<file path="src/rtl/lowmem_pkg.sv">
package lowmem_pkg;
  // Bit layout of the stored control byte: [7] ext ROM, [6] ext SRAM,
  // [5] write allow, [4:0] page.
  typedef struct packed {
    logic       rom_en;
    logic       sram_en;
    logic       wr_en;
    logic [4:0] page;
  } lowmem_ctl_t;

  localparam lowmem_ctl_t CTL_RESET  = '{rom_en: 1'b0, sram_en: 1'b0, wr_en: 1'b0, page: 5'd0};
  localparam lowmem_ctl_t CTL_FORCED = '{rom_en: 1'b1, sram_en: 1'b0, wr_en: 1'b0, page: 5'd0};
endpackage

</file>
<file path="src/rtl/lowmem_ctl_reg.sv">
module lowmem_ctl_reg
  import lowmem_pkg::*;
#(
  parameter int ADDR_W    = 8,
  parameter int PORT_ADDR = 23
) (
  input  logic              clk,
  input  logic              rst_n,
  input  logic [ADDR_W-1:0] io_addr,
  input  logic [7:0]        io_data,
  input  logic              io_wr,
  output lowmem_ctl_t       ctl_q,
  output logic              force_rst
);
  logic        hit;
  logic        both_set;
  lowmem_ctl_t ctl_d;

  always_comb begin
    hit       = io_wr && (io_addr == ADDR_W'(PORT_ADDR));
    both_set  = io_data[7] && io_data[6];
    force_rst = hit && both_set;
    ctl_d     = ctl_q;
    if (hit) begin
      ctl_d = both_set ? CTL_FORCED : lowmem_ctl_t'(io_data);
    end
  end

  always_ff @(posedge clk or negedge rst_n) begin
    if (!rst_n) begin
      ctl_q <= CTL_RESET;
    end else if (hit) begin
      ctl_q <= ctl_d;
    end
  end

  // no decoded write, no change
  p_hold_r2: assert property (@(posedge clk) disable iff (!rst_n)
    !hit |=> $stable(ctl_q));
  // special write lands on the forced value
  p_forced_r7: assert property (@(posedge clk) disable iff (!rst_n)
    force_rst |=> (ctl_q == CTL_FORCED));
  // both mapping bits are never held together
  p_no_both_r10: assert property (@(posedge clk) disable iff (!rst_n)
    !(ctl_q.rom_en && ctl_q.sram_en));
endmodule

</file>
<file path="src/rtl/lowmem_rst_pulse.sv">
module lowmem_rst_pulse #(
  parameter int RST_CYCLES = 16
) (
  input  logic clk,
  input  logic rst_n,
  input  logic start,
  output logic cpu_rst
);
  localparam int CW = $clog2(RST_CYCLES + 1);

  logic [CW-1:0] cnt_q;
  logic [CW-1:0] cnt_d;

  always_comb begin
    if (start) begin
      cnt_d = CW'(RST_CYCLES);
    end else if (cnt_q != '0) begin
      cnt_d = cnt_q - 1'b1;
    end else begin
      cnt_d = cnt_q;
    end
  end

  always_ff @(posedge clk or negedge rst_n) begin
    if (!rst_n) begin
      cnt_q <= '0;
    end else begin
      cnt_q <= cnt_d;
    end
  end

  assign cpu_rst = (cnt_q != '0);

  // pulse starts right after the request
  p_rst_start_r8: assert property (@(posedge clk) disable iff (!rst_n)
    start |=> cpu_rst);
  // pulse cannot appear without a request
  p_rst_cause_r8: assert property (@(posedge clk) disable iff (!rst_n)
    (!start && !cpu_rst) |=> !cpu_rst);
endmodule

</file>
<file path="src/rtl/lowmem_map.sv">
module lowmem_map
  import lowmem_pkg::*;
#(
  parameter int MEM_AW   = 16,
  parameter int WIN_BITS = 2
) (
  input  logic              clk,
  input  logic              rst_n,
  input  lowmem_ctl_t       ctl,
  input  logic [MEM_AW-1:0] mem_addr,
  input  logic              mem_wr,
  output logic [4:0]        page,
  output logic              rom_sel,
  output logic              sram_sel,
  output logic              sysrom_en,
  output logic              lowmem_we
);
  logic in_window;

  always_comb begin
    in_window = (mem_addr[MEM_AW-1 -: WIN_BITS] == '0);
    page      = ctl.page;
    rom_sel   = ctl.rom_en  && !ctl.sram_en;
    sram_sel  = ctl.sram_en && !ctl.rom_en;
    sysrom_en = !ctl.rom_en && !ctl.sram_en;
    lowmem_we = mem_wr && in_window && (rom_sel || sram_sel) && ctl.wr_en;
  end

  // exactly one source is mapped
  p_onehot_r10: assert property (@(posedge clk) disable iff (!rst_n)
    $countones({rom_sel, sram_sel, sysrom_en}) == 1);
  // no write enable outside the window or towards the system ROM
  p_we_window_r9: assert property (@(posedge clk) disable iff (!rst_n)
    lowmem_we |-> (mem_wr && (mem_addr < MEM_AW'(16'h4000)) && !sysrom_en));
endmodule

</file>
<file path="src/rtl/lowmem_page_ctl.sv">
module lowmem_page_ctl
  import lowmem_pkg::*;
#(
  parameter int ADDR_W     = 8,
  parameter int PORT_ADDR  = 23,
  parameter int MEM_AW     = 16,
  parameter int WIN_BITS   = 2,
  parameter int RST_CYCLES = 16
) (
  input  logic              clk,
  input  logic              rst_n,
  input  logic [ADDR_W-1:0] io_addr,
  input  logic [7:0]        io_data,
  input  logic              io_wr,
  input  logic [MEM_AW-1:0] mem_addr,
  input  logic              mem_wr,
  output logic [4:0]        page,
  output logic              rom_sel,
  output logic              sram_sel,
  output logic              sysrom_en,
  output logic              lowmem_we,
  output logic              cpu_rst
);
  logic [1:0]  rst_sync_q;
  logic        rst_int_n;
  lowmem_ctl_t ctl_q;
  logic        force_rst;

  always_ff @(posedge clk or negedge rst_n) begin
    if (!rst_n) begin
      rst_sync_q <= 2'b00;
    end else begin
      rst_sync_q <= {rst_sync_q[0], 1'b1};
    end
  end
  assign rst_int_n = rst_sync_q[1];

  lowmem_ctl_reg #(.ADDR_W(ADDR_W), .PORT_ADDR(PORT_ADDR)) u_reg (
    .clk(clk), .rst_n(rst_int_n), .io_addr(io_addr), .io_data(io_data),
    .io_wr(io_wr), .ctl_q(ctl_q), .force_rst(force_rst)
  );

  lowmem_rst_pulse #(.RST_CYCLES(RST_CYCLES)) u_pulse (
    .clk(clk), .rst_n(rst_int_n), .start(force_rst), .cpu_rst(cpu_rst)
  );

  lowmem_map #(.MEM_AW(MEM_AW), .WIN_BITS(WIN_BITS)) u_map (
    .clk(clk), .rst_n(rst_int_n), .ctl(ctl_q), .mem_addr(mem_addr),
    .mem_wr(mem_wr), .page(page), .rom_sel(rom_sel), .sram_sel(sram_sel),
    .sysrom_en(sysrom_en), .lowmem_we(lowmem_we)
  );
endmodule

</file>
<file path="config.mk">
export PLATFORM = sky130hd
export DESIGN_NAME = lowmem_page_ctl
export DESIGN_NICKNAME = d
export VERILOG_FILES = /design/src/rtl/lowmem_pkg.sv /design/src/rtl/lowmem_ctl_reg.sv /design/src/rtl/lowmem_rst_pulse.sv /design/src/rtl/lowmem_map.sv /design/src/rtl/lowmem_page_ctl.sv
export SDC_FILE = /design/constraint.sdc
export NUM_CORES = 1
export LEC_CHECK = 0
export BUFFER_PORTS_ARGS = -buffer_cell sky130_fd_sc_hd__buf_2
export CELL_PAD_IN_SITES_DETAIL_PLACEMENT = 2
export CELL_PAD_IN_SITES_GLOBAL_PLACEMENT = 2
export CORE_MARGIN = 3
export CORE_UTILIZATION = 26
export CTS_CLUSTER_DIAMETER = 120
export DETAILED_ROUTE_END_ITERATION = 7
export GPL_TIMING_DRIVEN = 0
export PLACE_DENSITY_LB_ADDON = 0.12
export SLEW_MARGIN = 20
export SYNTH_ARGS = -nofsm -noshare
export SYNTH_HDL_FRONTEND = slang
export SYNTH_HIERARCHICAL = 1
export SYNTH_SLANG_ARGS = --single-unit
</file>
<file path="constraint.sdc">
create_clock -name clk -period 2.6 [get_ports clk]
set_input_delay 0.26 -clock clk [delete_from_list [all_inputs] [get_ports clk]]
set_output_delay 0.26 -clock clk [all_outputs]
set_load 0.02 [all_outputs]
</file>
After elaboration in Yosys (flattened, before gate mapping)
Index checks and enable logic that the tools add are counted.
Word-level totals
  output and inout bits: 10
  bits of input ports: 36
  flip-flop bits (word level): 15
  word-level logic and storage cells: 26
Operators by class
  add/subtract/negate cells: 1
  equality and inequality tests: 1
  multiplexer cells: 3
  reduce and logical (&&, ||, !) cells: 15
Operators with widths (count)
  two-way mux 5 bit: 2
  logical AND 1 bit: 9
  == test 8 x 5 -> 1 bit (second input constant): 1
  two-way mux 8 bit: 1
  nonzero test 5 bit: 1
  subtractor 5 x 1 -> 5 bit (second input constant): 1
  zero test 1 bit: 2
  zero test 2 bit: 1
  nonzero test 2 bit: 1
  logical OR 1 bit: 1

Logic depth before layout (Yosys ltp)
Gate-level depths: netlist of the first run.
  depth after elaboration: 5
  gate-level depth with buffers: 6
  gate-level depth less buffers: 5

Cells and area by module
Netlist of the first run, hierarchy kept.
Modules (own cells, without submodules)
  lowmem_ctl_reg: area each 396.6 sq um, cells an instance 35, times used 1
  lowmem_rst_pulse: area each 261.5 sq um, cells an instance 25, times used 1
  lowmem_map: area each 95.1 sq um, cells an instance 12, times used 1
  lowmem_page_ctl: area each 53.8 sq um, cells an instance 3, times used 1

Least setup slack after synthesis of the first run
Ideal clock, no wire load.
  path kind: register -> register
  from: register u_pulse.cnt_q[0]
  to: register u_pulse.cnt_q[0]
  slack: 1.066 ns
  data required time: 2.468 ns
  arrival: 1.403 ns
  stages on the path, launching flop included: 7
  path through: dfrtp_1 > inv_1 > ha_1 > or4b_4 > buf_6 > xnor2_1 > nor2_1
On the way
  elaborated cells between the ends (all ways): 5
RTL lines
  from (decl): RTL line lowmem_rst_pulse.sv:11  | logic [CW-1:0] cnt_q;
  from (signal assigned): RTL line lowmem_rst_pulse.sv:28  | cnt_q <= cnt_d;
  nonzero test 5 bit
  named net cpu_rst: RTL line lowmem_page_ctl.sv:22  | output logic cpu_rst
  nonzero test 2 bit (no source line)
The timed path passes the listed nets, and every way through them passes these cells. The select of a mux whose other input is x is not followed.
A chain may end at the register's enable or synchronous reset.

Worst setup path in the final report of the first run
  from: register u_pulse.cnt_q[0]
  to: output cpu_rst
On the way
  longest elaborated chain between the ends: 1
Ends and longest elaborated chain
  nonzero test 5 bit: RTL line lowmem_rst_pulse.sv:32  | assign cpu_rst = (cnt_q != '0);
  to (decl): RTL line lowmem_page_ctl.sv:22
No other way between the ends.

==> results of run 1 <==
[final timing paths]
| check | startpoint | endpoint | slack (ps) | cells past startpoint |
|---|---|---|---|---|
| max in group asynchronous | rst_sync_q[1] | u_pulse/cnt_q[2] | 2010 | 0 |
| setup reg to reg | u_pulse/cnt_q[0] | u_pulse/cnt_q[1] | 960 | 6 |
| hold / removal | io_data[0] | u_reg/ctl_q[0] | 210 | 3 |
| min in group asynchronous | rst_sync_q[1] | u_pulse/cnt_q[4] | 230 | 0 |
| setup / recovery | u_pulse/cnt_q[0] | cpu_rst | 580 | 5 |
| hold reg to reg | rst_sync_q[1] | u_pulse/cnt_q[4] | 230 | 0 |
[cells in the mapped netlist]
library cell,number,share of area (%)
mux2_4,2,3.7
nand2_1,9,4.2
nor4b_2,1,1.9
dfrtp_1,15,47
a211o_1,1,1.1
conb_1,1,0.46
or2b_1,1,0.93
or3_1,1,0.78
nand3b_1,2,1.9
nor2_1,4,1.9
nand4bb_1,1,1.4
mux2i_1,6,7.4
xnor2_1,1,1.1
a21oi_1,2,1.2
nor2b_1,2,1.6
inv_1,11,5.1
or4b_4,1,1.7
a21o_1,1,0.93
a211oi_2,1,1.6
buf_4,5,4.7
buf_6,2,2.8
ha_1,4,6.2
nand4b_1,1,1.1
[power by group]
part | switching (mW) | total (mW) | internal, mW
clock network | 0.0799 | 0.137 | 0.0571
logic | 0.104 | 0.224 | 0.120
registers | 0.0386 | 0.314 | 0.275
[cells in the final DEF, fill, tap and decap left out, types with 2 or more instances in the layout]
| master | n |
|---|---|
| nand3b_1 | 2 |
| mux2i_1 | 6 |
| buf_6 | 2 |
| buf_2 | 31 |
| a21oi_1 | 2 |
| ha_1 | 4 |
| nand2_1 | 9 |
| buf_4 | 5 |
| clkbuf_4 | 3 |
| nor2_1 | 4 |
| dfrtp_1 | 15 |
| inv_1 | 11 |
| nor2b_1 | 2 |
| mux2_4 | 2 |
[worst reg2reg max path, cell delays in order (launching register included)]
cell      delay [ps]
dfrtp_1          410
inv_1             70
ha_1             220
or4b_4           480
buf_6            150
nor2_1           120
a211oi_2          60
[per-stage QoR]
| step | utilization, % | hold slack, ps | cells |
|---|---|---|---|
| 2_1_floorplan | - | -35.6 | 75 |
| 3_3_place_gp | 35.1 | 45.0 | 137 |
| 3_5_place_dp | 35.1 | 49.1 | 137 |
| 4_1_cts | 36.4 | 195 | 142 |
| 5_1_grt | 36.4 | 202 | 142 |
| 6_report | 36.4 | 208 | 142 |
[sequential cells by signal, summed over array words and instances (netlist names)]
register,count
u_pulse/cnt_q,5
rst_sync_q,2
u_reg/ctl_q,8
[final cells by class]
class,instances,share of cell area (%)
clock inverters,1,0.482
plain buffers,7,5.78
clock buffers,3,2.17
well taps,31,3.73
multi-input cells,42,31.8
inverters,11,3.98
flip-flops and latches,15,36.1
repair buffers,32,15.9
[cell families (layout without fill, tap and decap cells)]
| family | Yosys count | after routing | share of synthesized area [%] |
|---|---|---|---|
| muxes | 8 | 8 | 11.2 |
| buffers and inverters | 18 | 54 | 12.6 |
| DFF | 15 | 15 | 46.5 |
| other | 1 | 1 | 0.465 |
| and+or+nand+nor | 23 | 23 | 17.2 |
| AOI/OAI and AO/OA | 5 | 5 | 4.81 |
| adders and majority gates | 4 | 4 | 6.20 |
| xor gates and xnor gates | 1 | 1 | 1.09 |
[routing by layer]
metal / global-route usage (%) / vias to the layer above / wire, µm
met2: 21.1 / 17 / 1020
met5: 0 / - / 0
met4: 4.55 / 0 / 13
met3: 2.48 / 2 / 92
li1: - / 308 / -
met1: 13.1 / 320 / 761
==> metrics.csv, run 1 <==
stage,metric,value,unit
layout,register area,375,µm²
synthesis,syn nets,115,
layout,Filler Cells Inserted,322,
layout,share of layout cells above drive strength 1,42.3,%
sta,max-slew violation count,0,
route,Final ANT Viol Nets,0,
clock_network,clock buffer depth,2,
synthesis,post-synth cell types,23,
grt,total track usage,11.6,%
place,RD Place Congestion,0.610,
grt,initial antenna violation count,0,
sta,Peak Freq,0.494,GHz
power_and_ir_drop,cell area power density,650,nW/µm²
synthesis,Seq cells post-synth,15,
layout,design area,1040,µm²
sta,Worst-Margin Slew,545,ps
floorplan,core area,2850,µm²
critical_path,CP top delay family,simple AND/OR/NAND/NOR gates,
critical_path,Setup crit start kind,flop,
power_and_ir_drop,Final Power,0.675,mW
floorplan,Initial Utilization,28.3,%
route,Avg WL per Cell,13.3,µm
floorplan,die area,3810,µm²
grt,first-pass GRT wire length,3190,µm
clock_network,clk sinks,15,
floorplan,IO Count,46,
sta,Slew headroom,63.7,%
hold_path,worst hold path type,input pin to flop,
clock_network,Clock Latency Late Sink,280,ps
clock_network,hold_buf cts,1,
clock_network,Root Driver,clkbuf_4,
synthesis,Syn Inst Count,75,
route,DRT Pass-1 Iters,4,
clock_network,H-tree depth,1,
power_and_ir_drop,LEAKAGE,0.534,nW
critical_path,worst-path cell chain,inv_1 > ha_1 > or4b_4 > buf_6 > buf_2,
grt,largest net degree at the start of global routing,14,
critical_path,CP arrival,1760,ps
critical_path,max incr delay on CP,480,ps
clock_network,"Gates resized, CTS repair",0,
layout,area delta synth->final,28.7,%
critical_path,CP Class,flop to output port,
place,pre-CTS WS,886,ps
place,Placed Area,1000,µm²
synthesis,syn avg cell area,10.8,µm²
sta,RSZ-0062 raised after global routing,false,
critical_path,Worst Setup End Kind,output port,
floorplan,die width,61.7,µm
route,WL final,1890,µm
clock_network,Post-CTS Setup Inserts,0,
grt,vias in the first global route,730,
sta,Tcrit/Tclk final,77.8,%
route,Vias/cell,4.56,
sta,clock skew,2.51,ps
clock_network,CTS buffer count,3,
layout,Multi-input gate area,330,µm²
grt,grt total ovfl,0,
route,via count,647,
critical_path,CP max FO,5,
synthesis,sequential share of the synthesized area,46.5,%
power_and_ir_drop,worst vdd ir,0.000218,V
floorplan,Die Y,61.7,µm
layout,number of diodes,0,
sta,min setup slack post-route,576,ps
sta,Period minus WS final,2020,ps
synthesis,Syn. warnings,6,
clock_network,TritonCTS clock tree,done,
clock_network,Worst-path clk slew,100,ps
outcome,status,"finished, final reports clean",
sta,# setup viols final,0,
critical_path,CP max-delay cell,or4b_4,
critical_path,"Buf+Inv Stages, Crit Path",3,
synthesis,cell area after synthesis,807,µm²
sta,setup TNS,0,ps
critical_path,worst path required time,2340,ps
place,HPWL after DPL,1560,µm
flow_run,MaxCap Viol Count,0,
route,Detailed Route Iter0 Violations,4,
place,port buffer count,31,
route,# DRC,0,
layout,Final #Nets,152,
sta,Final Hold Viols,0,
floorplan,FP Rows,19,
(Power assumes the default switching activity.)
==> run 2: changes to the inputs <==
Settings changed: CORE_UTILIZATION 26 to 22.
Clock period 2.6 ns to 1.83 ns, I/O delays scaled along.
==> metrics.csv, run 2 (synthesis results as in run 1) <==
stage,metric,value,unit,change
outcome,status,"finished, final reports clean",,unchanged
layout,Filler Cells Inserted,396,,was 322
sta,setup TNS,0,ps,unchanged
sta,# setup viols final,0,,unchanged
layout,area delta synth->final,35.7,%,was 28.7%
critical_path,max incr delay on CP,510,ps,was 480 ps
sta,Tcrit/Tclk final,95.5,%,
floorplan,IO Count,46,,unchanged
floorplan,die area,4430,µm²,was 3810 µm²
layout,Final #Nets,153,,was 152
critical_path,worst path required time,1650,ps,was 2340 ps
floorplan,FP Rows,21,,was 19
layout,number of diodes,0,,unchanged
power_and_ir_drop,worst vdd ir,0.000348,V,was 0.000218 V
flow_run,MaxCap Viol Count,0,,unchanged
power_and_ir_drop,Final Power,1.09,mW,was 0.675 mW
place,Placed Area,1020,µm²,was 1000 µm²
clock_network,CTS buffer count,3,,unchanged
grt,grt total ovfl,0,,unchanged
critical_path,Setup crit start kind,flop,,unchanged
sta,Worst-Margin Slew,538,ps,was 545 ps
grt,largest net degree at the start of global routing,14,,unchanged
route,DRT Pass-1 Iters,2,,was 4
sta,max-slew violation count,0,,unchanged
sta,Period minus WS final,1750,ps,
clock_network,clock buffer depth,2,,unchanged
route,# DRC,0,,unchanged
critical_path,Worst Setup End Kind,output port,,unchanged
layout,most frequent cells in the layout,"buf_2 (30), dfrtp_1 (15), inv_1 (9), nand2_1 (9), buf_4 (8)",,"was buf_2 (31), dfrtp_1 (15), inv_1 (11)"
floorplan,Initial Utilization,23.4,%,was 28.3%
floorplan,die width,66.6,µm,was 61.7 µm
route,WL final,1850,µm,was 1890 µm
clock_network,Worst-path clk slew,60,ps,was 100 ps
clock_network,clk sinks,15,,unchanged
layout,Finished Layout Cells,158,,was 142
sta,Peak Freq,0.572,GHz,
route,via count,637,,was 647
layout,max reg flops,8,,unchanged
place,RD Place Congestion,0.691,,was 0.610
layout,share of layout cells above drive strength 1,45.5,%,was 42.3%
route,Final ANT Viol Nets,0,,unchanged
sta,Slew headroom,64.2,%,was 63.7%
layout,final core utilization,31.8,%,was 36.4%
critical_path,CP max-delay cell,or4b_4,,unchanged
clock_network,H-tree depth,1,,unchanged
sta,Final Hold Viols,0,,unchanged
clock_network,Clock Latency Late Sink,240,ps,was 280 ps
critical_path,CP Class,flop to output port,,unchanged
place,HPWL after DPL,1520,µm,was 1560 µm
sta,RSZ-0062 raised after global routing,false,,unchanged
grt,total track usage,9.36,%,was 11.6%
clock_network,TritonCTS clock tree,done,,unchanged
critical_path,worst-path cell chain,inv_2 > ha_4 > or4b_4 > buf_4,,was inv_1 > ha_1 > or4b_4 > buf_6 > buf_2
place,port buffer count,31,,unchanged
route,Avg WL per Cell,11.7,µm,was 13.3 µm
floorplan,Die Y,66.6,µm,was 61.7 µm
sta,clock skew,1.43,ps,was 2.51 ps
grt,vias in the first global route,696,,was 730
grt,first-pass GRT wire length,3080,µm,was 3190 µm
critical_path,CP arrival,1560,ps,was 1760 ps
layout,largest register by flop count,u_reg/ctl_q,,unchanged
critical_path,CP max FO,5,,unchanged
power_and_ir_drop,LEAKAGE,0.545,nW,was 0.534 nW
layout,"most common cell after layout, fill and taps aside",buf_2,,unchanged
route,Detailed Route Iter0 Violations,5,,was 4
place,number of cells after detailed placement,152,,was 137
clock_network,Root Driver,clkbuf_8,,was clkbuf_4
route,Vias/cell,4.03,,was 4.56
floorplan,core area,3440,µm²,was 2850 µm²
grt,initial antenna violation count,0,,unchanged
power_and_ir_drop,cell area power density,991,nW/µm²,was 650 nW/µm²
layout,Top Registers,"u_reg/ctl_q (8), u_pulse/cnt_q (5), rst_sync_q (2)",,unchanged
hold_path,worst hold path type,input pin to flop,,unchanged
layout,design area,1090,µm²,was 1040 µm²
==> run 2: power breakdown <==
group / internal, mW / leakage (nW) / switching, mW / total (mW)
Combinational: 0.210 / 0.352 / 0.169 / 0.379
Clock: 0.150 / 0.0255 / 0.115 / 0.265
Sequential: 0.392 / 0.167 / 0.0499 / 0.442
==> run 2: metal layers <==
metal  share of wire [%]  track usage [%]  vias to the layer above  wire length, µm
met3                 7.6             3.71                        2              140
met2                  52             16.3                       18              965
li1                    -                -                      307                -
met1                  40             9.64                      310              732
met5                   0                0                        -                0
met4                0.43             4.57                        0                8
==> run 2: worst paths after layout <==
check	start	end	slack [ps]	cells past startpoint
worst max register to register	u_pulse/cnt_q[0]	u_pulse/cnt_q[0]	340	5
max in group asynchronous	rst_sync_q[1]	u_reg/ctl_q[6]	1250	0
worst min register to register	rst_sync_q[1]	u_pulse/cnt_q[0]	220	0
min in group asynchronous	rst_sync_q[1]	u_pulse/cnt_q[0]	220	0
worst max-delay path	u_pulse/cnt_q[0]	cpu_rst	80	4
worst min-delay path	io_data[0]	u_reg/ctl_q[0]	170	3
==> run 2: timing repair <==
action | in CTS | in global routing
hold buffers | 1 | 0
gates resized for setup | 3 | 2
endpoints found under the setup margin | 1 | 1
hold endpoints to repair | 2 | 0
setup buffers | 2 | 0
==> run 2: critical path: cells and delay by family (launching register included) <==
kind / cells / cell delay [ps]
AND/OR/NAND/NOR: 1 / 510
flip-flops: 1 / 400
buffers and inverters: 2 / 270
adder cells (fa/ha/maj): 1 / 150
==> run 2: final cells by class <==
cell class / count / area [µm²] / area share [%]
clock buffers: 3 / 41.3 / 3.77
multi-input cells: 42 / 343 / 31.3
inverters: 11 / 41.3 / 3.77
clock inverters: 1 / 5.00 / 0.457
well taps: 46 / 57.6 / 5.26
repair buffers: 34 / 183 / 16.7
plain buffers: 6 / 48.8 / 4.46
flip-flops and latches: 15 / 375 / 34.3
==> run 2: per-stage QoR <==
stage                     hold WS (ps)  worst slack [ps]
after global routing               179              27.1
after floorplan                   -113               296
after CTS                          170              10.5
after global placement           -31.6               202
final                              175              83.2
after detailed placement         -30.6               176
==> run 3: changes to the inputs <==
Settings changed: CORE_UTILIZATION 22 to 24.
Clock period 1.83 ns to 1.7 ns, I/O delays scaled along.
==> metrics.csv, run 3 (synthesis results as in run 1) <==
stage,metric,value,unit,change
clock_network,H-tree depth,1,,unchanged
floorplan,IO Count,46,,unchanged
critical_path,worst path required time,1530,ps,was 1650 ps
critical_path,CP arrival,1490,ps,was 1560 ps
place,number of cells after detailed placement,150,,was 152
sta,max-slew violation count,0,,unchanged
layout,largest register by flop count,u_reg/ctl_q,,unchanged
grt,initial antenna violation count,0,,unchanged
sta,hold_ws,117,ps,was 175 ps
power_and_ir_drop,Final Power,1.12,mW,was 1.09 mW
layout,share of layout cells above drive strength 1,46.5,%,was 45.5%
floorplan,core area,3130,µm²,was 3440 µm²
sta,Peak Freq,0.603,GHz,
layout,design area,1090,µm²,about the same
place,Placed Area,1020,µm²,about the same
floorplan,FP Rows,20,,was 21
clock_network,Root Driver,clkbuf_4,,was clkbuf_8
sta,Period minus WS final,1660,ps,
sta,Worst-Margin Slew,567,ps,was 538 ps
route,via count,665,,was 637
sta,Slew headroom,62.2,%,was 64.2%
grt,grt total ovfl,0,,unchanged
sta,clock skew,2.69,ps,was 1.43 ps
flow_run,MaxCap Viol Count,0,,unchanged
route,Detailed Route Iter0 Violations,4,,was 5
route,Final ANT Viol Nets,0,,unchanged
route,Vias/cell,4.21,,was 4.03
floorplan,die width,64.0,µm,was 66.6 µm
layout,Top Registers,"u_reg/ctl_q (8), u_pulse/cnt_q (5), rst_sync_q (2)",,unchanged
grt,first-pass GRT wire length,3130,µm,was 3080 µm
route,WL final,1810,µm,was 1850 µm
layout,number of diodes,0,,unchanged
sta,Final Hold Viols,0,,unchanged
sta,RSZ-0062 raised after global routing,true,,was false
layout,Final #Nets,155,,was 153
layout,area delta synth->final,35.3,%,was 35.7%
route,Avg WL per Cell,11.5,µm,was 11.7 µm
sta,min setup slack post-route,42.4,ps,was 83.2 ps
clock_network,clk sinks,15,,unchanged
grt,vias in the first global route,760,,was 696
floorplan,Initial Utilization,25.8,%,was 23.4%
critical_path,max incr delay on CP,460,ps,was 510 ps
layout,Finished Layout Cells,158,,unchanged
power_and_ir_drop,LEAKAGE,0.548,nW,was 0.545 nW
critical_path,worst-path cell chain,inv_2 > ha_4 > or4b_4 > buf_6,,was inv_2 > ha_4 > or4b_4 > buf_4
sta,setup TNS,0,ps,unchanged
layout,"most common cell after layout, fill and taps aside",buf_2,,unchanged
grt,total track usage,9.55,%,was 9.36%
critical_path,Setup crit start kind,flop,,unchanged
layout,most frequent cells in the layout,"buf_2 (30), dfrtp_1 (15), inv_1 (9), buf_4 (9), nand2_1 (9)",,"was buf_2 (30), dfrtp_1 (15), inv_1 (9), nand2_1 (9), buf_4 (8)"
critical_path,Worst Setup End Kind,output port,,unchanged
sta,# setup viols final,0,,unchanged
floorplan,die area,4090,µm²,was 4430 µm²
layout,final core utilization,34.9,%,was 31.8%
sta,Tcrit/Tclk final,97.5,%,
floorplan,Die Y,64.0,µm,was 66.6 µm
grt,largest net degree at the start of global routing,14,,unchanged
power_and_ir_drop,worst vdd ir,0.000398,V,was 0.000348 V
clock_network,Worst-path clk slew,90,ps,was 60 ps
place,pre-CTS WS,42.4,ps,was 176 ps
critical_path,CP max FO,2,,was 5
route,DRT Pass-1 Iters,2,,unchanged
critical_path,CP max-delay cell,or4b_4,,unchanged
route,# DRC,0,,unchanged
outcome,status,"finished, final reports clean",,unchanged
power_and_ir_drop,cell area power density,1020,nW/µm²,was 991 nW/µm²
clock_network,TritonCTS clock tree,done,,unchanged
critical_path,CP Class,flop to output port,,unchanged
place,RD Place Congestion,0.653,,was 0.691
clock_network,Clock Latency Late Sink,280,ps,was 240 ps
clock_network,clock buffer depth,2,,unchanged
hold_path,worst hold path type,input pin to flop,,unchanged
clock_network,CTS buffer count,3,,unchanged
place,HPWL after DPL,1450,µm,was 1520 µm
layout,max reg flops,8,,unchanged
place,port buffer count,31,,unchanged
==> run 3: critical path: cells and delay by family, from the launching register on <==
family	cells	cell delay (ps)
adders and majority gates	1	130
buffers and inverters	2	230
and+or+nand+nor	1	460
DFF	1	400
==> run 3: final cells by class <==
| class | instances | area [µm²] |
|---|---|---|
| Tap cell | 44 | 55.1 |
| Sequential cell | 15 | 375 |
| Clock buffer | 3 | 22.5 |
| Multi-Input combinational cell | 42 | 343 |
| Buffer | 6 | 48.8 |
| Clock inverter | 1 | 5.00 |
| Fill cell | 367 | 2040 |
| Inverter | 11 | 41.3 |
| Timing Repair Buffer | 36 | 201 |
==> run 3: timing repair <==
item | CTS | global route
pin swaps | 1 | 1
hold endpoints to repair | 2 | 0
endpoints found under the setup margin | 1 | 1
hold buffers | 1 | 0
setup buffers | 4 | 0
resized for setup | 3 | 3
==> run 3: layer usage <==
metal | track usage, % | part of all wire, % | vias to the layer above
met5 | 0 | 0 | -
met3 | 3.51 | 9.3 | 0
met4 | 3.23 | 0 | 0
li1 | - | - | 314
met2 | 18.5 | 54 | 23
met1 | 9.08 | 37 | 328
==> run 3: worst paths after layout <==
| path | start | cells after the start | end | slack, ps |
|---|---|---|---|---|
| min in group asynchronous | rst_n | 2 | rst_sync_q[1] | 190 |
| hold reg to reg | rst_sync_q[1] | 0 | u_reg/ctl_q[0] | 230 |
| max in group asynchronous | rst_sync_q[1] | 0 | u_pulse/cnt_q[2] | 1090 |
| setup / recovery | u_pulse/cnt_q[0] | 4 | cpu_rst | 40 |
| hold / removal | io_data[1] | 3 | u_reg/ctl_q[1] | 120 |
| setup reg to reg | u_pulse/cnt_q[0] | 6 | u_pulse/cnt_q[0] | 150 |
==> run 3: where the power goes <==
group / internal (mW) / total [mW] / switching, mW
clock network: 0.0872 / 0.203 / 0.116
registers: 0.421 / 0.476 / 0.0555
logic: 0.246 / 0.436 / 0.190
total: 0.754 / 1.12 / 0.361
